--- config.mk ---
export PLATFORM = sky130hd
export DESIGN_NAME = rtc_i2c_regs
export DESIGN_NICKNAME = d
export VERILOG_FILES = /design/src/rtl/rtc_cal_pkg.sv /design/src/rtl/rtc_bus_ctrl.sv /design/src/rtl/rtc_reg_space.sv /design/src/rtl/rtc_i2c_regs.sv
export SDC_FILE = /design/constraint.sdc
export NUM_CORES = 2
export LEC_CHECK = 0
export CORE_UTILIZATION = 57
export CTS_CLUSTER_DIAMETER = 40
export DETAILED_ROUTE_END_ITERATION = 10
export GPL_ROUTABILITY_DRIVEN = 0
export GPL_TIMING_DRIVEN = 0
export PLACE_DENSITY = 0.79
export REMOVE_ABC_BUFFERS = 1
export SLEW_MARGIN = 30
export SYNTH_ARGS = -nofsm -noshare
export SYNTH_HDL_FRONTEND = slang
export SYNTH_SLANG_ARGS = --single-unit
--- constraint.sdc ---
create_clock -name clk -period 5.1 [get_ports clk]
set_clock_uncertainty 0.1 [all_clocks]
set_input_delay 1.02 -clock clk [delete_from_list [all_inputs] [get_ports clk]]
set_output_delay 1.02 -clock clk [all_outputs]
set_load 0.05 [all_outputs]
--- src/rtl/rtc_cal_pkg.sv ---
package rtc_cal_pkg;

  typedef struct packed {
    logic [7:0] year;
    logic [7:0] month;
    logic [7:0] day;
    logic [7:0] hour;
    logic [7:0] min;
    logic [7:0] sec;
  } calTime_t;

  // strobes from bus control to the register datapath
  typedef struct packed {
    logic       snap;
    logic       loadPtr;
    logic       wrByte;
    logic       incPtr;
    logic [7:0] data;
  } busStrobe_t;

  localparam int ADR_SEC    = 0;
  localparam int ADR_MIN    = 1;
  localparam int ADR_HOUR   = 2;
  localparam int ADR_DAY    = 3;
  localparam int ADR_MONTH  = 4;
  localparam int ADR_YEAR   = 5;
  localparam int ADR_AMIN   = 6;
  localparam int ADR_AHOUR  = 7;
  localparam int ADR_STATUS = 8;

  function automatic logic [7:0] monthLen(input logic [7:0] month, input logic [7:0] year);
    case (month)
      8'd2:                      monthLen = (year[1:0] == 2'b00) ? 8'd29 : 8'd28;
      8'd4, 8'd6, 8'd9, 8'd11:   monthLen = 8'd30;
      default:                   monthLen = 8'd31;
    endcase
  endfunction

  function automatic calTime_t advance(input calTime_t t);
    calTime_t n;
    n = t;
    if (t.sec < 8'd59) n.sec = t.sec + 8'd1;
    else begin
      n.sec = 8'd0;
      if (t.min < 8'd59) n.min = t.min + 8'd1;
      else begin
        n.min = 8'd0;
        if (t.hour < 8'd23) n.hour = t.hour + 8'd1;
        else begin
          n.hour = 8'd0;
          if (t.day < monthLen(t.month, t.year)) n.day = t.day + 8'd1;
          else begin
            n.day = 8'd1;
            if (t.month < 8'd12) n.month = t.month + 8'd1;
            else begin
              n.month = 8'd1;
              n.year  = (t.year < 8'd99) ? t.year + 8'd1 : 8'd0;
            end
          end
        end
      end
    end
    return n;
  endfunction

endpackage

--- src/rtl/rtc_bus_ctrl.sv ---
module rtc_bus_ctrl
  import rtc_cal_pkg::*;
#(
  parameter logic [6:0] SLAVE_ADDR = 7'h32
) (
  input  logic       clk,
  input  logic       rstN,
  input  logic       sclIn,
  input  logic       sdaIn,
  input  logic [7:0] rdData,
  output logic       sdaDriveLow,
  output busStrobe_t strb
);

  typedef enum logic [2:0] {
    ST_IDLE, ST_ADDR, ST_ADDR_ACK, ST_WRITE, ST_WRITE_ACK, ST_READ, ST_READ_ACK
  } busState_t;

  busState_t state;
  logic [1:0] sclSync, sdaSync;
  logic sclPrev, sdaPrev;
  logic [3:0] bitCnt;
  logic [7:0] shReg, txByte;
  logic isRead, ptrPending, driveLow;
  logic sclRise, sclFall, startSeen, stopSeen, sdaNow;

  always_ff @(posedge clk) begin
    if (!rstN) begin
      sclSync <= 2'b11;
      sdaSync <= 2'b11;
      sclPrev <= 1'b1;
      sdaPrev <= 1'b1;
    end else begin
      sclSync <= {sclSync[0], sclIn};
      sdaSync <= {sdaSync[0], sdaIn};
      sclPrev <= sclSync[1];
      sdaPrev <= sdaSync[1];
    end
  end

  assign sdaNow    = sdaSync[1];
  assign sclRise   = sclSync[1] & ~sclPrev;
  assign sclFall   = ~sclSync[1] & sclPrev;
  assign startSeen = sclSync[1] & sclPrev & sdaPrev & ~sdaNow;
  assign stopSeen  = sclSync[1] & sclPrev & ~sdaPrev & sdaNow;

  always_ff @(posedge clk) begin
    if (!rstN) begin
      state      <= ST_IDLE;
      bitCnt     <= '0;
      shReg      <= '0;
      txByte     <= '0;
      isRead     <= 1'b0;
      ptrPending <= 1'b0;
      driveLow   <= 1'b0;
      strb       <= '0;
    end else begin
      strb <= '0;
      if (startSeen) begin
        state      <= ST_ADDR;
        bitCnt     <= '0;
        driveLow   <= 1'b0;
        ptrPending <= 1'b1;
        strb.snap  <= 1'b1;
      end else if (stopSeen) begin
        state    <= ST_IDLE;
        driveLow <= 1'b0;
      end else begin
        case (state)
          ST_ADDR, ST_WRITE: begin
            if (sclRise) begin
              shReg  <= {shReg[6:0], sdaNow};
              bitCnt <= bitCnt + 4'd1;
            end else if (sclFall && bitCnt == 4'd8) begin
              if (state == ST_ADDR) begin
                if (shReg[7:1] == SLAVE_ADDR) begin
                  state    <= ST_ADDR_ACK;
                  driveLow <= 1'b1;
                  isRead   <= shReg[0];
                end else begin
                  state <= ST_IDLE;
                end
              end else begin
                state     <= ST_WRITE_ACK;
                driveLow  <= 1'b1;
                strb.data <= shReg;
                if (ptrPending) begin
                  strb.loadPtr <= 1'b1;
                  ptrPending   <= 1'b0;
                end else begin
                  strb.wrByte <= 1'b1;
                end
              end
            end
          end
          ST_ADDR_ACK: if (sclFall) begin
            bitCnt <= '0;
            if (isRead) begin
              state    <= ST_READ;
              txByte   <= rdData;
              driveLow <= ~rdData[7];
            end else begin
              state    <= ST_WRITE;
              driveLow <= 1'b0;
            end
          end
          ST_WRITE_ACK: if (sclFall) begin
            state    <= ST_WRITE;
            bitCnt   <= '0;
            driveLow <= 1'b0;
          end
          ST_READ: begin
            if (sclRise) bitCnt <= bitCnt + 4'd1;
            else if (sclFall) begin
              if (bitCnt == 4'd8) begin
                state       <= ST_READ_ACK;
                driveLow    <= 1'b0;
                strb.incPtr <= 1'b1;
              end else begin
                driveLow <= ~txByte[3'd7 - bitCnt[2:0]];
              end
            end
          end
          ST_READ_ACK: begin
            if (sclRise && sdaNow) state <= ST_IDLE;
            else if (sclFall) begin
              state    <= ST_READ;
              bitCnt   <= '0;
              txByte   <= rdData;
              driveLow <= ~rdData[7];
            end
          end
          default: ;
        endcase
      end
    end
  end

  assign sdaDriveLow = driveLow;


  addr_ack_match_chk: assert property (@(posedge clk) disable iff (!rstN)
    (state == ST_ADDR_ACK && $past(state) != ST_ADDR_ACK) |-> (shReg[7:1] == SLAVE_ADDR))
    else $error("ack given to a foreign address");


  drive_slot_chk: assert property (@(posedge clk) disable iff (!rstN)
    driveLow |-> (state == ST_ADDR_ACK || state == ST_WRITE_ACK || state == ST_READ))
    else $error("SDA pulled low outside an ack or read slot");

endmodule

--- src/rtl/rtc_reg_space.sv ---
module rtc_reg_space
  import rtc_cal_pkg::*;
#(
  parameter int PTR_W = 8
) (
  input  logic       clk,
  input  logic       rstN,
  input  logic       secTick,
  input  busStrobe_t strb,
  output logic [7:0] rdData,
  output logic       alarmOut
);

  localparam int DEPTH = 1 << PTR_W;

  logic [7:0] mem [DEPTH];
  logic [PTR_W-1:0] ptr;
  calTime_t timeCur, timeSnap, timeNext;
  logic [7:0] alarmMin, alarmHour;
  logic alarmFlag, matchPrev, matchNow, clearHit;

  always_comb begin
    timeNext = secTick ? advance(timeCur) : timeCur;
    if (strb.wrByte) begin
      case (ptr)
        PTR_W'(ADR_SEC):   timeNext.sec   = strb.data;
        PTR_W'(ADR_MIN):   timeNext.min   = strb.data;
        PTR_W'(ADR_HOUR):  timeNext.hour  = strb.data;
        PTR_W'(ADR_DAY):   timeNext.day   = strb.data;
        PTR_W'(ADR_MONTH): timeNext.month = strb.data;
        PTR_W'(ADR_YEAR):  timeNext.year  = strb.data;
        default: ;
      endcase
    end
  end

  assign matchNow = (timeCur.hour == alarmHour) && (timeCur.min == alarmMin);
  assign clearHit = strb.wrByte && (ptr == PTR_W'(ADR_STATUS)) && (strb.data == 8'd0);

  always_ff @(posedge clk) begin
    if (!rstN) begin
      timeCur   <= '{year: 8'd0, month: 8'd1, day: 8'd1, hour: 8'd0, min: 8'd0, sec: 8'd0};
      timeSnap  <= '{year: 8'd0, month: 8'd1, day: 8'd1, hour: 8'd0, min: 8'd0, sec: 8'd0};
      ptr       <= '0;
      alarmMin  <= 8'hFF;
      alarmHour <= 8'hFF;
      alarmFlag <= 1'b0;
      matchPrev <= 1'b0;
    end else begin
      timeCur   <= timeNext;
      matchPrev <= matchNow;
      if (strb.snap) timeSnap <= timeCur;
      if (strb.loadPtr) ptr <= PTR_W'(strb.data);
      else if (strb.wrByte || strb.incPtr) ptr <= ptr + 1'b1;
      if (strb.wrByte && ptr == PTR_W'(ADR_AMIN))  alarmMin  <= strb.data;
      if (strb.wrByte && ptr == PTR_W'(ADR_AHOUR)) alarmHour <= strb.data;
      if (matchNow && !matchPrev) alarmFlag <= 1'b1;
      else if (clearHit) alarmFlag <= 1'b0;
    end
  end

  always_ff @(posedge clk) begin
    if (strb.wrByte) mem[ptr] <= strb.data;
  end

  always_comb begin
    rdData = mem[ptr];
    case (ptr)
      PTR_W'(ADR_SEC):    rdData = timeSnap.sec;
      PTR_W'(ADR_MIN):    rdData = timeSnap.min;
      PTR_W'(ADR_HOUR):   rdData = timeSnap.hour;
      PTR_W'(ADR_DAY):    rdData = timeSnap.day;
      PTR_W'(ADR_MONTH):  rdData = timeSnap.month;
      PTR_W'(ADR_YEAR):   rdData = timeSnap.year;
      PTR_W'(ADR_AMIN):   rdData = alarmMin;
      PTR_W'(ADR_AHOUR):  rdData = alarmHour;
      PTR_W'(ADR_STATUS): rdData = {7'd0, alarmFlag};
      default: ;
    endcase
  end

  assign alarmOut = alarmFlag;


  ptr_step_chk: assert property (@(posedge clk) disable iff (!rstN)
    (strb.wrByte || strb.incPtr) |=> (ptr == $past(ptr) + 1'b1))
    else $error("pointer did not step by one");


  sec_wrap_chk: assert property (@(posedge clk) disable iff (!rstN)
    (secTick && timeCur.sec == 8'd59 && !strb.wrByte) |=> (timeCur.sec == 8'd0))
    else $error("seconds did not wrap");


  snap_hold_chk: assert property (@(posedge clk) disable iff (!rstN)
    !strb.snap |=> $stable(timeSnap))
    else $error("shadow changed without START");


  alarm_set_chk: assert property (@(posedge clk) disable iff (!rstN)
    $rose(alarmFlag) |-> ($past(timeCur.hour) == $past(alarmHour) && $past(timeCur.min) == $past(alarmMin)))
    else $error("alarm set without a match");


  alarm_clear_chk: assert property (@(posedge clk) disable iff (!rstN)
    $fell(alarmFlag) |-> $past(clearHit))
    else $error("alarm cleared without a zero write");

endmodule

--- src/rtl/rtc_i2c_regs.sv ---
module rtc_i2c_regs
  import rtc_cal_pkg::*;
#(
  parameter logic [6:0] SLAVE_ADDR = 7'h32,
  parameter int         PTR_W      = 8
) (
  input  logic clk,
  input  logic rstN,
  input  logic sclIn,
  input  logic sdaIn,
  output logic sdaDriveLow,
  input  logic secTick,
  output logic alarmOut
);

  busStrobe_t strb;
  logic [7:0] rdData;

  rtc_bus_ctrl #(.SLAVE_ADDR(SLAVE_ADDR)) u_ctrl (
    .clk(clk), .rstN(rstN), .sclIn(sclIn), .sdaIn(sdaIn),
    .rdData(rdData), .sdaDriveLow(sdaDriveLow), .strb(strb)
  );

  rtc_reg_space #(.PTR_W(PTR_W)) u_regs (
    .clk(clk), .rstN(rstN), .secTick(secTick), .strb(strb),
    .rdData(rdData), .alarmOut(alarmOut)
  );

endmodule

==> key figures <==
Status
  – Outcome: finished, final reports clean

Clocking
  – Hold_buf cts: 0
  – CTS tree: done
  – Maximum buffer depth of the clock tree: 3
  – Skew-Pair Late Insertion Delay: 0.89 ns
  – Root buffer cell: clkbuf_16
  – Sink Count: 2222
  – Gates resized, CTS repair: 0
  – Reg clk slew, reported paths: 0.06 ns
  – CTS buffer count: 239
  – H-tree Lvls: 4
  – Postcts setup bufs: 0

STA
  – RSZ-0062 raised after global routing: no
  – Final Setup Violations: 0
  – Worst slew pin tran: 1.14 ns
  – Worst setup margin: 0.147 ns
  – Worst hold slack: 0.314 ns
  – Highest Clock Rate: 202 MHz
  – Slew HR: 23.8%
  – Slew Limit Fails: 0
  – Final min period: 4.95 ns
  – Crit share post-route: 97.1%
  – Final Hold Fails: 0

Layout
  – Layout Area Growth over Synthesis: 13.4%
  – Filler cells: 9217
  – Design Area, Final: 99400 um^2
  – Most common cell after layout, fill and taps aside: edfxtp_1
  – Commonest cells after routing, fill and taps aside: edfxtp_1 (2048), mux4_2 (553), nor2_1 (376), clkbuf_16 (239), dfxtp_1 (156)
  – Share of cells above drive strength 1: 23.4%
  – Number of nets in the layout: 4632

Synth
  – Synth area leaders: edfxtp_1 (70%), mux4_2 (14%), dfxtp_1 (4.0%), nor2_1 (1.7%), mux2i_1 (1.6%)
  – Combinational family with the most area after synthesis: multiplexers
  – Main synth FF type: edfxtp_1
  – Sequential share of the synthesized area: 74.1%
  – Syn avg cell area: 19.3 um^2
  – Top-area cell type share of the netlist area: 70.1%
  – Yosys warning count: 0
  – Area leader, netlist: edfxtp_1
  – Xor and xnor area share after synthesis: 0.350%
  – Cell area after synthesis: 87700 um^2
  – Distinct cell type count after synthesis: 68
  – EDFF count, synth: 2048
  – Post-synthesis compound-gate area fraction: 3.02%
  – Synth Area in Simple Gates: 4.42%
  – Asr flop ratio synth: 0%
  – Seq cells post-synth: 2222
  – Adder-cell share of the synthesized area: 0.243%
  – Mux cell area share after synthesis: 16.2%
  – Syn Inst Count: 4554

Route
  – Initial DRC Count: 7719
  – Pre-Repair DR Iteration Count: 8
  – Routed Antenna Nets: 0
  – WL/cell: 34.1 um
  – Drt drc: 0
  – Via count: 48098
  – Vias per cell: 7.01
  – Final WL: 234000 um

Critical path
  – Worst reg2reg path depth: 11
  – CP Cell Sequence: buf_12, buf_12, buf_12, buf_12, buf_12, mux4_2, nor2b_1, a211oi_1, a211oi_1, o31ai_1, a221oi_1
  – Critical path's largest stage delay: 0.82 ns
  – Worst path slowest cell: o31ai_1
  – Maximum fanout along the worst path: 25
  – Worst R2R End: u_ctrl.txByte[2]$_SDFFE_PN0P_
  – Crit path top cell by count: buf_12
  – Crit end category: flip-flop
  – Kind of cell adding the most delay to the critical path: compound AO/OA/AOI/OAI gates
  – Worst Setup Start Kind: flip-flop
  – Critical path class: flip-flop to flip-flop
  – R2r setup slk: 0.15 ns
  – Crit path required time: 5.73 ns
  – Worst Path Buf+Inv: 5
  – CP arrival: 5.58 ns

Place
  – HPWL Detailed: 134000 um
  – Dpl ws: 0.221 ns
  – IO Port Bufs: 6
  – Placed inst area: 91300 um^2

Pwr
  – PD cells: 374 nW/um^2
  – Peak VDD IR: 0.355 mV
  – Tot Pwr: 37.2 mW
  – LEAKAGE: 34.1 nW

Min path
  – Worst min-delay path class: flip-flop to flip-flop
  – Hold EP: u_ctrl.sclSync[1]$_SDFF_PN1_
  – HP Start: u_ctrl.sclSync[0]$_SDFF_PN1_
  – Hold depth: 1

Floorplanning
  – Die Ht: 394 um
  – FP Rows: 143
  – DIE AREA: 155000 um^2
  – Starting Density: 57.6%
  – Core area: 152000 um^2
  – Die width: 394 um
  – Top-Level Pins: 7

Global route
  – Vias in the first global route: 47615
  – GRT Total Usage: 30.1%
  – Global-route wire length before repair: 335000 um
  – Initial antenna violation count: 8
  – Largest net degree at the start of global routing: 73
  – GRT overflow: 0

Job
  – Max Cap Viol: 0
cells by family (layout without fill, tap and decap cells):
| group | after synthesis | count (layout) |
|---|---|---|
| flip-flops | 2222 | 2222 |
| AND/OR/NAND/NOR | 852 | 852 |
| multiplexers | 721 | 721 |
| AO/OA/AOI/OAI | 400 | 400 |
| buffers and inverters | 307 | 574 |
| XOR/XNOR | 35 | 35 |
| adder cells (fa/ha/maj) | 17 | 17 |
| other | 0 | 7 |
per-layer routing:
| layer | vias up | wire length (um) | track usage (%) |
|---|---|---|---|
| met5 | - | 77 | 0 |
| met3 | 826 | 29400 | 8.31 |
| met1 | 24548 | 80800 | 39.6 |
| met4 | 12 | 14700 | 16.3 |
| met2 | 4013 | 109000 | 46.0 |
| li1 | 18699 | - | - |
Yosys cell counts (42+ instances only):
master       n
edfxtp_1  2048
mux4_2     553
nor2_1     391
dfxtp_1    174
clkbuf_1   154
mux2i_1    144
nand2_1    144
a21oi_1    103
nand3_1     83
a211oi_1    57
a22oi_1     57
nor2b_1     54
o21ai_0     49
buf_2       48
buf_4       42
worst max path at each step:
stage | from | end | slack (ns) | depth (start not counted)
3_3_place_gp | flip-flop | u_ctrl.txByte[7]$_SDFFE_PN0P_ | -39.26 | 7
6_report | flip-flop | u_ctrl.txByte[2]$_SDFFE_PN0P_ | 0.15 | 11
5_1_grt | flip-flop | u_ctrl.txByte[2]$_SDFFE_PN0P_ | 0.11 | 11
3_5_place_dp | flip-flop | u_ctrl.txByte[5]$_SDFFE_PN0P_ | 0.22 | 11
2_1_floorplan | flip-flop | u_ctrl.txByte[7]$_SDFFE_PN0P_ | -18.61 | 8
4_1_cts | flip-flop | u_ctrl.txByte[5]$_SDFFE_PN0P_ | 0.18 | 11
state kept, by name, indices dropped and copies added, names as in the netlist, named ones only:
register and cells:
u_regs.alarmMin 8, u_ctrl.isRead 1, u_ctrl.ptrPending 1, u_regs.ptr 8, u_ctrl.sdaPrev 1, u_ctrl.sdaSync 2, u_ctrl.bitCnt 4, u_regs.mem 2048
u_ctrl.sdaDriveLow 1, u_regs.alarmOut 1, u_regs.matchPrev 1, u_regs.timeCur 48, u_regs.alarmHour 8, u_regs.timeSnap 48, u_ctrl.state 3, u_ctrl.sclSync 2
u_ctrl.strb 12, u_ctrl.sclPrev 1, u_ctrl.shReg 8, u_ctrl.txByte 8
metrics by stage:
step	TNS, ns	util (%)	std cells
3_3_place_gp	-6918.79	58.4	6306
2_1_floorplan	-160.83	-	4270
5_1_grt	0	65.3	6851
6_report	0	65.3	6858
3_5_place_dp	0	59.9	6399
4_1_cts	0	65.3	6851
power breakdown:
group | switching, mW | leakage [nW] | internal [mW] | total [mW]
logic | 0.0390 | 6.21 | 0.0192 | 0.0583
clock network | 7.58 | 3.90 | 9.98 | 17.6
registers | 0.0105 | 24.0 | 19.6 | 19.6
total | 7.63 | 34.1 | 29.6 | 37.2
cell type report:
cell class / count / area (um^2) / area share [%]
flip-flops and latches: 2222 / 65000 / 65.4
multi-input cells: 2025 / 21500 / 21.6
clock buffers: 272 / 6140 / 6.18
well taps: 2030 / 2540 / 2.55
repair buffers: 99 / 2110 / 2.13
clock inverters: 180 / 1950 / 1.96
inverters: 23 / 91.3 / 0.0919
diodes: 7 / 17.5 / 0.0176
(Power assumes the default switching activity.)
